[config.mk]
export PLATFORM = sky130hd
export DESIGN_NAME = ingress_grant_admit
export DESIGN_NICKNAME = d
export VERILOG_FILES = /design/src/rtl/ingress_grant_admit_pkg.sv /design/src/rtl/admit_eval.sv /design/src/rtl/admit_stage.sv /design/src/rtl/drop_counter.sv /design/src/rtl/ingress_grant_admit.sv
export SDC_FILE = /design/constraint.sdc
export NUM_CORES = 1
export LEC_CHECK = 0
export BUFFER_PORTS_ARGS = -buffer_cell sky130_fd_sc_hd__buf_2
export CAP_MARGIN = 20
export CORE_AREA = 2 2 113 115
export CTS_CLUSTER_DIAMETER = 60
export DETAILED_ROUTE_END_ITERATION = 10
export DIE_AREA = 0 0 115 117
export SLEW_MARGIN = 25
export SYNTH_ARGS = -nofsm -noshare
export SYNTH_HDL_FRONTEND = slang
export SYNTH_SLANG_ARGS = --single-unit
[constraint.sdc]
create_clock -name clk -period 3.2 [get_ports clk]
set_clock_uncertainty 0.1 [all_clocks]
set_input_delay 0.16 -clock clk [delete_from_list [all_inputs] [get_ports clk]]
set_output_delay 0.16 -clock clk [all_outputs]
set_load 0.01 [all_outputs]
[src/rtl/ingress_grant_admit_pkg.sv]
package ingress_grant_admit_pkg;

    typedef enum logic [1:0] {
        CAUSE_OK    = 2'b00,
        CAUSE_NOMEM = 2'b01,
        CAUSE_NOOQ  = 2'b10
    } cause_e;

    typedef struct packed {
        logic   accept;
        cause_e cause;
    } verdict_t;

    // Memory grant is checked first; multicast never looks at the queue grant.
    function automatic verdict_t judge(input logic mcast, input logic mem_ok,
                                       input logic oq_ok);
        verdict_t v;
        if (!mem_ok) begin
            v.accept = 1'b0;
            v.cause  = CAUSE_NOMEM;
        end else if (!mcast && !oq_ok) begin
            v.accept = 1'b0;
            v.cause  = CAUSE_NOOQ;
        end else begin
            v.accept = 1'b1;
            v.cause  = CAUSE_OK;
        end
        return v;
    endfunction

endpackage

[src/rtl/admit_eval.sv]
module admit_eval
    import ingress_grant_admit_pkg::*;
#(
    parameter int NUM_PORTS = 32,
    parameter int NUM_PRIO  = 4,
    parameter int PORT_W    = $clog2(NUM_PORTS),
    parameter int PRIO_W    = $clog2(NUM_PRIO)
) (
    input  logic                          mcast,
    input  logic [PORT_W-1:0]             in_port,
    input  logic [PORT_W-1:0]             dest,
    input  logic [PRIO_W-1:0]             prio,
    input  logic [1:0]                    mem_grant,
    input  logic [NUM_PORTS*NUM_PRIO-1:0] oq_lo,
    input  logic [NUM_PORTS*NUM_PRIO-1:0] oq_hi,
    output logic                          mem_ok,
    output verdict_t                      verdict
);
    localparam int TBL_N = NUM_PORTS * NUM_PRIO;
    localparam int IDX_W = $clog2(TBL_N);
    localparam int HALF  = NUM_PORTS / 2;

    logic             upper;
    logic [IDX_W-1:0] idx;
    logic             oq_ok;

    always_comb begin
        upper   = (in_port >= PORT_W'(HALF));
        idx     = IDX_W'(dest) * IDX_W'(NUM_PRIO) + IDX_W'(prio);
        mem_ok  = upper ? mem_grant[1] : mem_grant[0];
        oq_ok   = upper ? oq_hi[idx] : oq_lo[idx];
        verdict = judge(mcast, mem_ok, oq_ok);
    end

endmodule

[src/rtl/admit_stage.sv]
module admit_stage
    import ingress_grant_admit_pkg::*;
(
    input  logic     clk,
    input  logic     rst,
    input  logic     in_valid,
    output logic     in_ready,
    input  verdict_t in_verdict,
    output logic     out_valid,
    input  logic     out_ready,
    output verdict_t out_verdict
);
    assign in_ready = !out_valid || out_ready;

    always_ff @(posedge clk) begin
        if (rst) begin
            out_valid   <= 1'b0;
            out_verdict <= '{accept: 1'b0, cause: CAUSE_OK};
        end else if (in_ready) begin
            out_valid <= in_valid;
            if (in_valid) out_verdict <= in_verdict;
        end
    end

    AST_HOLD_STALL: assert property (@(posedge clk) disable iff (rst)
        out_valid && !out_ready |=> out_valid && $stable(out_verdict));

    AST_TAKE_SHOWS: assert property (@(posedge clk) disable iff (rst)
        in_valid && in_ready |=> out_valid);

    AST_ACCEPT_CAUSE: assert property (@(posedge clk) disable iff (rst)
        out_valid |-> (out_verdict.accept == (out_verdict.cause == CAUSE_OK)));

endmodule

[src/rtl/drop_counter.sv]
module drop_counter #(
    parameter int CNT_W = 8
) (
    input  logic             clk,
    input  logic             rst,
    input  logic             inc,
    input  logic             clr,
    output logic [CNT_W-1:0] count
);
    localparam logic [CNT_W-1:0] CNT_MAX = '1;

    always_ff @(posedge clk) begin
        if (rst)                         count <= '0;
        else if (clr)                    count <= inc ? CNT_W'(1) : '0;
        else if (inc && count != CNT_MAX) count <= count + CNT_W'(1);
    end

    AST_SATURATE: assert property (@(posedge clk) disable iff (rst)
        count == CNT_MAX && inc && !clr |=> count == CNT_MAX);

    AST_CLEAR: assert property (@(posedge clk) disable iff (rst)
        clr && !inc |=> count == '0);

    AST_STEP: assert property (@(posedge clk) disable iff (rst)
        !clr && inc && count != CNT_MAX |=> count == $past(count) + CNT_W'(1));

endmodule

[src/rtl/ingress_grant_admit.sv]
module ingress_grant_admit
    import ingress_grant_admit_pkg::*;
#(
    parameter int NUM_PORTS = 32,
    parameter int NUM_PRIO  = 4,
    parameter int CNT_W     = 8,
    parameter int PORT_W    = $clog2(NUM_PORTS),
    parameter int PRIO_W    = $clog2(NUM_PRIO)
) (
    input  logic                          clk,
    input  logic                          rst,
    input  logic                          pkt_valid,
    output logic                          pkt_ready,
    input  logic                          pkt_mcast,
    input  logic [PORT_W-1:0]             pkt_in_port,
    input  logic [PORT_W-1:0]             pkt_dest,
    input  logic [PRIO_W-1:0]             pkt_prio,
    input  logic [1:0]                    mem_grant,
    input  logic [NUM_PORTS*NUM_PRIO-1:0] oq_grant_lo,
    input  logic [NUM_PORTS*NUM_PRIO-1:0] oq_grant_hi,
    output logic                          dec_valid,
    input  logic                          dec_ready,
    output logic                          dec_accept,
    output logic [1:0]                    dec_cause,
    input  logic                          rd_en,
    input  logic                          rd_sel,
    output logic [CNT_W-1:0]              rd_data
);
    localparam int N_CNT = 2;

    verdict_t   now_v, held_v;
    logic       mem_ok;
    logic       take;
    logic [CNT_W-1:0] counts [N_CNT];

    admit_eval #(
        .NUM_PORTS(NUM_PORTS), .NUM_PRIO(NUM_PRIO),
        .PORT_W(PORT_W), .PRIO_W(PRIO_W)
    ) u_eval (
        .mcast(pkt_mcast), .in_port(pkt_in_port), .dest(pkt_dest),
        .prio(pkt_prio), .mem_grant(mem_grant), .oq_lo(oq_grant_lo),
        .oq_hi(oq_grant_hi), .mem_ok(mem_ok), .verdict(now_v)
    );

    admit_stage u_stage (
        .clk(clk), .rst(rst),
        .in_valid(pkt_valid), .in_ready(pkt_ready), .in_verdict(now_v),
        .out_valid(dec_valid), .out_ready(dec_ready), .out_verdict(held_v)
    );

    assign take       = pkt_valid && pkt_ready;
    assign dec_accept = held_v.accept;
    assign dec_cause  = held_v.cause;

    // Counter 0 counts memory-grant drops, counter 1 queue-grant drops.
    for (genvar g = 0; g < N_CNT; g++) begin : g_cnt
        localparam cause_e MY_CAUSE = (g == 0) ? CAUSE_NOMEM : CAUSE_NOOQ;
        logic inc_g, clr_g;
        assign inc_g = take && (now_v.cause == MY_CAUSE);
        assign clr_g = rd_en && (rd_sel == 1'(g));
        drop_counter #(.CNT_W(CNT_W)) u_cnt (
            .clk(clk), .rst(rst), .inc(inc_g), .clr(clr_g), .count(counts[g])
        );
    end

    assign rd_data = counts[rd_sel];

    AST_MCAST_ADMIT: assert property (@(posedge clk) disable iff (rst)
        take && pkt_mcast && mem_ok |=> dec_valid && dec_accept);

    AST_NOMEM_DROP: assert property (@(posedge clk) disable iff (rst)
        take && !mem_ok |=> dec_valid && !dec_accept && dec_cause == 2'b01);

endmodule

Yosys cells after proc, flatten, opt, wreduce, memory -nomap -nowiden

Cells that the tools add are included.
W data, S select, Z words.

Reductions and logical operators: 15
Add/sub/neg operators: 3
$lt $le $gt $ge: 3
Eq/ne operators: 4
Mux-type cells: 17
Bitwise operators: 2

Operators by type and width:

| kind                  | count |
|---|---|
| $mux W8               | 7 |
| $add A8 B1 Y8 const B | 2 |
| $ne A8 B8 Y1 const B  | 2 |
| $bmux W1 S7           | 2 |
| $logic_and A1 B1 Y1   | 8 |
| $lt A7 B8 Y1 const B  | 1 |
| $add A7 B2 Y7         | 1 |
| $mux W1               | 6 |
| $mux W3               | 2 |
| $ge A5 B5 Y1 const B  | 1 |
| $reduce_bool A2 Y1    | 2 |
| $logic_not A1 Y1      | 3 |
| $eq A2 B1 Y1 const B  | 1 |
| $eq A2 B2 Y1 const B  | 1 |
| $ge A2 B2 Y1 const B  | 1 |
| $not A1 Y2            | 1 |
| $reduce_and A2 Y1     | 1 |
| $logic_or A1 B1 Y1    | 1 |
| $not A1 Y1            | 1 |

Word-level logic and storage cells: 49
Bits of input ports: 277
Output and inout port bits: 13
Bits in registers: 20

Logic depth before layout (Yosys ltp)

Depth in word-level cells: 13
Depth in mapped cells: 13
Gate-level depth less buffers: 8

Modules after synthesis

A second synthesis with hierarchy kept.

Cell total of the unflattened synthesis: 317
Area total of the unflattened synthesis: 3,474.6 um^2

By module, submodules not included:

| module              | area each (um^2) | cells an instance | sequential area each (um^2) | times used |
|---|---|---|---|---|
| admit_eval          | 2,244.7          | 181               | 0.0                         | 1 |
| drop_counter        | 444.2            | 53                | 160.2                       | 2 |
| admit_stage         | 173.9            | 17                | 80.1                        | 1 |
| ingress_grant_admit | 167.7            | 13                | 0.0                         | 1 |

Worst setup path before layout

OpenSTA, ideal clock, no wires.

Path type: input port to flip-flop
Start: in pkt_dest[0]
End: reg g_cnt[1].u_cnt.count[3]
Data arrival time: 2.722 ns
Buffers on the path: 5
Slack: 0.308 ns
Required time: 3.030 ns
Stages: 13
Setup time: 0.070 ns
Cells stage by stage: buf_6 -> buf_8 -> buf_2 -> buf_2 -> mux2i_1 -> nand2_1 -> a311oi_1 -> o311ai_0 -> a2111oi_4 -> a22oi_2 -> buf_6 -> or4_1 -> a21oi_1

Longest elaborated chain between the ends: 12
Elaborated cells between the ends (all ways): 14
Those cells by class: add/sub: 1; eq/ne: 1; mux: 7; reduce/logical: 5

Ends and longest elaborated chain:

| what                                    | RTL line                      | RTL |
|---|---|---|
| from (decl)                             | ingress_grant_admit.sv:16     | `input logic [PORT_W-1:0] pkt_dest,` |
| $add A7 B2 Y7 (*)                       | admit_eval.sv:29              | `idx = IDX_W'(dest) * IDX_W'(NUM_PRIO) + IDX_W'(prio);` |
| $bmux W1 S7                             | admit_eval.sv:31              | `oq_ok = upper ? oq_hi[idx] : oq_lo[idx];` |
| $mux W1 (not written as such)           | admit_eval.sv:31              |  |
| $mux W1 (*)                             | admit_eval.sv:31              |  |
| $logic_not A1 Y1 (*)                    | ingress_grant_admit_pkg.sv:21 | `end else if (!mcast && !oq_ok) begin` |
| $logic_and A1 B1 Y1 (*)                 | ingress_grant_admit_pkg.sv:21 |  |
| $mux W3 (*)                             | ingress_grant_admit_pkg.sv:21 |  |
| $mux W3 (*)                             | ingress_grant_admit_pkg.sv:18 | `if (!mem_ok) begin` |
| $eq A2 B2 Y1 (*)                        | ingress_grant_admit.sv:59     | `assign inc_g = take && (now_v.cause == MY_CAUSE);` |
| $logic_and A1 B1 Y1 (*)                 | ingress_grant_admit.sv:59     |  |
| $logic_and A1 B1 Y1 (*)                 | drop_counter.sv:15            | `else if (inc && count != CNT_MAX) count <= count + CNT_W'(1);` |
| $reduce_bool A2 Y1 (no source line) (*) | n/a                           |  |
| to (signal assigned)                    | drop_counter.sv:14            | `else if (clr) count <= inc ? CNT_W'(1) : '0;` |
| to (signal assigned)                    | drop_counter.sv:15            |  |
| to (decl)                               | drop_counter.sv:8             | `output logic [CNT_W-1:0] count` |

Mark *: on every way between the ends. The rest lies on a longest branch, timed or not. The select of a mux whose other input is x is not followed.
A chain may end at the register's enable or synchronous reset.

Worst setup path after layout

Start: in pkt_prio[0]
End: reg g_cnt[1].u_cnt.count[4]

Longest elaborated chain between the ends: 12
Elaborated cells between the ends (all ways): 14
Those cells by class: add/sub: 1; eq/ne: 1; mux: 7; reduce/logical: 5

Ends and longest elaborated chain:

| what                                    | RTL line                      | RTL |
|---|---|---|
| from (decl)                             | ingress_grant_admit.sv:17     | `input logic [PRIO_W-1:0] pkt_prio,` |
| $add A7 B2 Y7 (*)                       | admit_eval.sv:29              |  |
| $bmux W1 S7                             | admit_eval.sv:31              |  |
| $mux W1 (not written as such)           | admit_eval.sv:31              |  |
| $mux W1 (*)                             | admit_eval.sv:31              |  |
| $logic_not A1 Y1 (*)                    | ingress_grant_admit_pkg.sv:21 |  |
| $logic_and A1 B1 Y1 (*)                 | ingress_grant_admit_pkg.sv:21 |  |
| $mux W3 (*)                             | ingress_grant_admit_pkg.sv:21 |  |
| $mux W3 (*)                             | ingress_grant_admit_pkg.sv:18 |  |
| $eq A2 B2 Y1 (*)                        | ingress_grant_admit.sv:59     |  |
| $logic_and A1 B1 Y1 (*)                 | ingress_grant_admit.sv:59     |  |
| $logic_and A1 B1 Y1 (*)                 | drop_counter.sv:15            |  |
| $reduce_bool A2 Y1 (no source line) (*) | n/a                           |  |

Marks and branches as above.

==> flow_summary.toml <==
[sta]
slew_headroom = 0.616
rsz0062_at_grt = "false"
period_share = 0.931
worst_pin_slew_ns = 0.569
fmax_mhz = 336
slew_viol_final = 0
setup-tns-final_ns = 0
setup_viol = 0
hold_viol = 0
min_period_ns = 2.98

[routing]
drt_pass1_iterations = 4
routed_wl_microns = 14100
wl_per_cell_microns = 19.1
vias = 3920
drt_iter0_markers = 139
detail-route-antenna-nets = 0
vias_per_cell = 5.30
drc = 0

[power_and_ir_drop]
max-vdd-ir-drop_uv = 139
p_per_area_nw_per_um2 = 208
p_leak_uw = 0.00243
finalPower_uw = 1060

[clocking]
h-tree-depth = 1
clkTransAtPathRegs_ns = 0.06
cts-resized-gates = 0
cts_sinks = 20
root_buffer = "clkbuf_16"
cts_hold_buf = 0
cts_max_path_buffers = 2
clock_latency_ns = 0.26
cts_tree = "done"
cts_made_buffers = 3
cts_setup_buffers = 0

[setup_path]
endpoint_kind = "flip-flop"
critical_path_arrival_ns = 3.07
critPathMaxFanout = 19
crit_path_start_kind = "input port"
critPathKind = "in2reg"
worst_ep_required_time_ns = 3.29

[logic_synthesis]
synth_top_area_cell = "mux4_2"
synth_edf_count = 0
ys_seq_area_frac = 0.119
yosys_most_used_dff = "dfxtp_1"
ys_types = 53
async_reset_ff_frac = 0
synth_common_cells = "mux4_2, mux2i_1, dfxtp_1, nor2_1, nand2_1"
synth.area.top_cells = "mux4_2, dfxtp_1, mux2i_1"
synth_area_per_cell_sq_um = 11.0
synth_top_cell_area_share = 0.382
synth_area_sq_um = 3360
syn-num-nets = 584
syn_inst = 305
synth_seq_cells = 20
yosysMostFrequentCell = "mux4_2"
ys.warnings.count = 0

[job]
drv_cap = 0

[die]
fp.dieW_microns = 115
die_area_sq_um = 13500
top_level_ports = 290
initial_utilization = 0.273
coreArea_sq_um = 12300
die_y_microns = 117
rows = 41

[cells_and_area]
multi_input_area_sq_um = 2770
utilization = 0.413
instances_no_fill = 739
nets = 868
fillers = 1239
drive_above_1_share = 0.647
syn_to_final_growth_pct = 51.6
ff_latch_area_sq_um = 400

[status]
status = "finished clean"

[place]
port_buffers = 285
dp_hpwl_microns = 12400
dp_cells = 734
finalWeightedCongestion = 0.924

[grt]
grt_usage = 0.203
top_usage_layer = "met2"
grt_pass1_vias = 3924
grt_max_degree = 29
use_met3 = 0.0314
grt_pass1_wl_microns = 21000
groute.layer.met2.usage = 0.351
met1_usage = 0.267
grt_overflow = 0
antenna_found_initial = 2

[min_path]
hold_path.class = "in2reg"
-- through the flow --
step                setup slack [ns]  area [sq um]  hold WS (ns)
global route                  0.0170          5090        0.0916
floorplan                      0.308          3360         0.189
CTS                            0.207          5080        0.0753
global placement              0.0147          5010         0.332
finish                         0.222          5090        0.0734
detailed placement           -0.0621          5010         0.344
-- cell usage in the layout (no fill, tap or decap), drive strengths merged, types with 2 or more instances in the layout --
| cell type | instances |
|---|---|
| a22oi | 14 |
| nor2b | 8 |
| mux2 | 9 |
| dfxtp | 20 |
| a41o | 2 |
| a31oi | 2 |
| nand2 | 16 |
| o21ai | 6 |
| mux2i | 22 |
| mux4 | 63 |
| and3 | 10 |
| nand4 | 2 |
| ha | 2 |
| a22o | 2 |
| a211o | 2 |
| and3b | 2 |
| clkbuf | 3 |
| nor3 | 2 |
| nand2b | 9 |
| nor2 | 20 |
| a311oi | 2 |
| a2111oi | 3 |
| inv | 4 |
| and2 | 4 |
| buf | 307 |
| a21oi | 12 |
| o31ai | 4 |
| xor2 | 5 |
| nor3b | 2 |
| or4 | 3 |
| nand3 | 11 |
| diode | 2 |
-- flip-flops by register name, indices dropped and copies added (netlist names) --
name                 cells
u_stage.out_verdict      3
u_stage.out_valid        1
g_cnt.u_cnt.count       16
-- cell families after synthesis --
kind of cell | Yosys count | share of synthesized area
and+or+nand+nor | 93 | 0.148
adders and majority gates | 2 | 0.00745
buffers and inverters | 33 | 0.0555
DFF | 20 | 0.119
xor gates and xnor gates | 6 | 0.0156
AOI/OAI and AO/OA | 57 | 0.130
muxes | 94 | 0.525
-- critical path, stage by stage --
cell and delay, ns:
buf_4 0.22, buf_4 0.21, buf_4 0.19, nor2b_1 0.27
nand2_1 0.09, a311oi_1 0.45, o311ai_0 0.30, a2111oi_4 0.30
a22oi_2 0.18, or4_1 0.53, a21oi_1 0.14
-- final timing paths --
kind | start | endpoint | slack [ns] | depth (start not counted)
max | pkt_prio[0] | g_cnt[1].u_cnt.count[4]$_SDFFE_PP0P_ | 0.22 | 11
max reg2reg | u_stage.out_valid$_SDFFE_PP0N_ | g_cnt[1].u_cnt.count[4]$_SDFFE_PP0P_ | 1.14 | 7
min reg2reg | u_stage.out_verdict[1]$_SDFFE_PP0P_ | u_stage.out_verdict[1]$_SDFFE_PP0P_ | 0.37 | 2
min | pkt_valid | u_stage.out_valid$_SDFFE_PP0N_ | 0.07 | 3
-- layer usage --
layer	routed length, microns	up-vias	part of all wire
met5	0	-	0
met4	251	0	0.018
met3	851	20	0.060
met2	7140	163	0.51
met1	5880	1901	0.42
li1	-	1836	-
-- layout make-up --
| class | count | area share |
|---|---|---|
| Sequential cell | 20 | 0.0787 |
| Multi-Input combinational cell | 252 | 0.544 |
| Antenna cell | 2 | 0.000983 |
| Tap cell | 150 | 0.0369 |
| Inverter | 5 | 0.00369 |
| Timing Repair Buffer | 307 | 0.321 |
| Clock buffer | 3 | 0.0147 |
-- where the power goes --
group	total, uW	internal [uW]	switching, uW
Clock	258	165	93.5
Combinational	540	324	216
Sequential	258	254	3.62
Total	1060	743	313
Note: power is estimated with default switching activity, not from simulation.
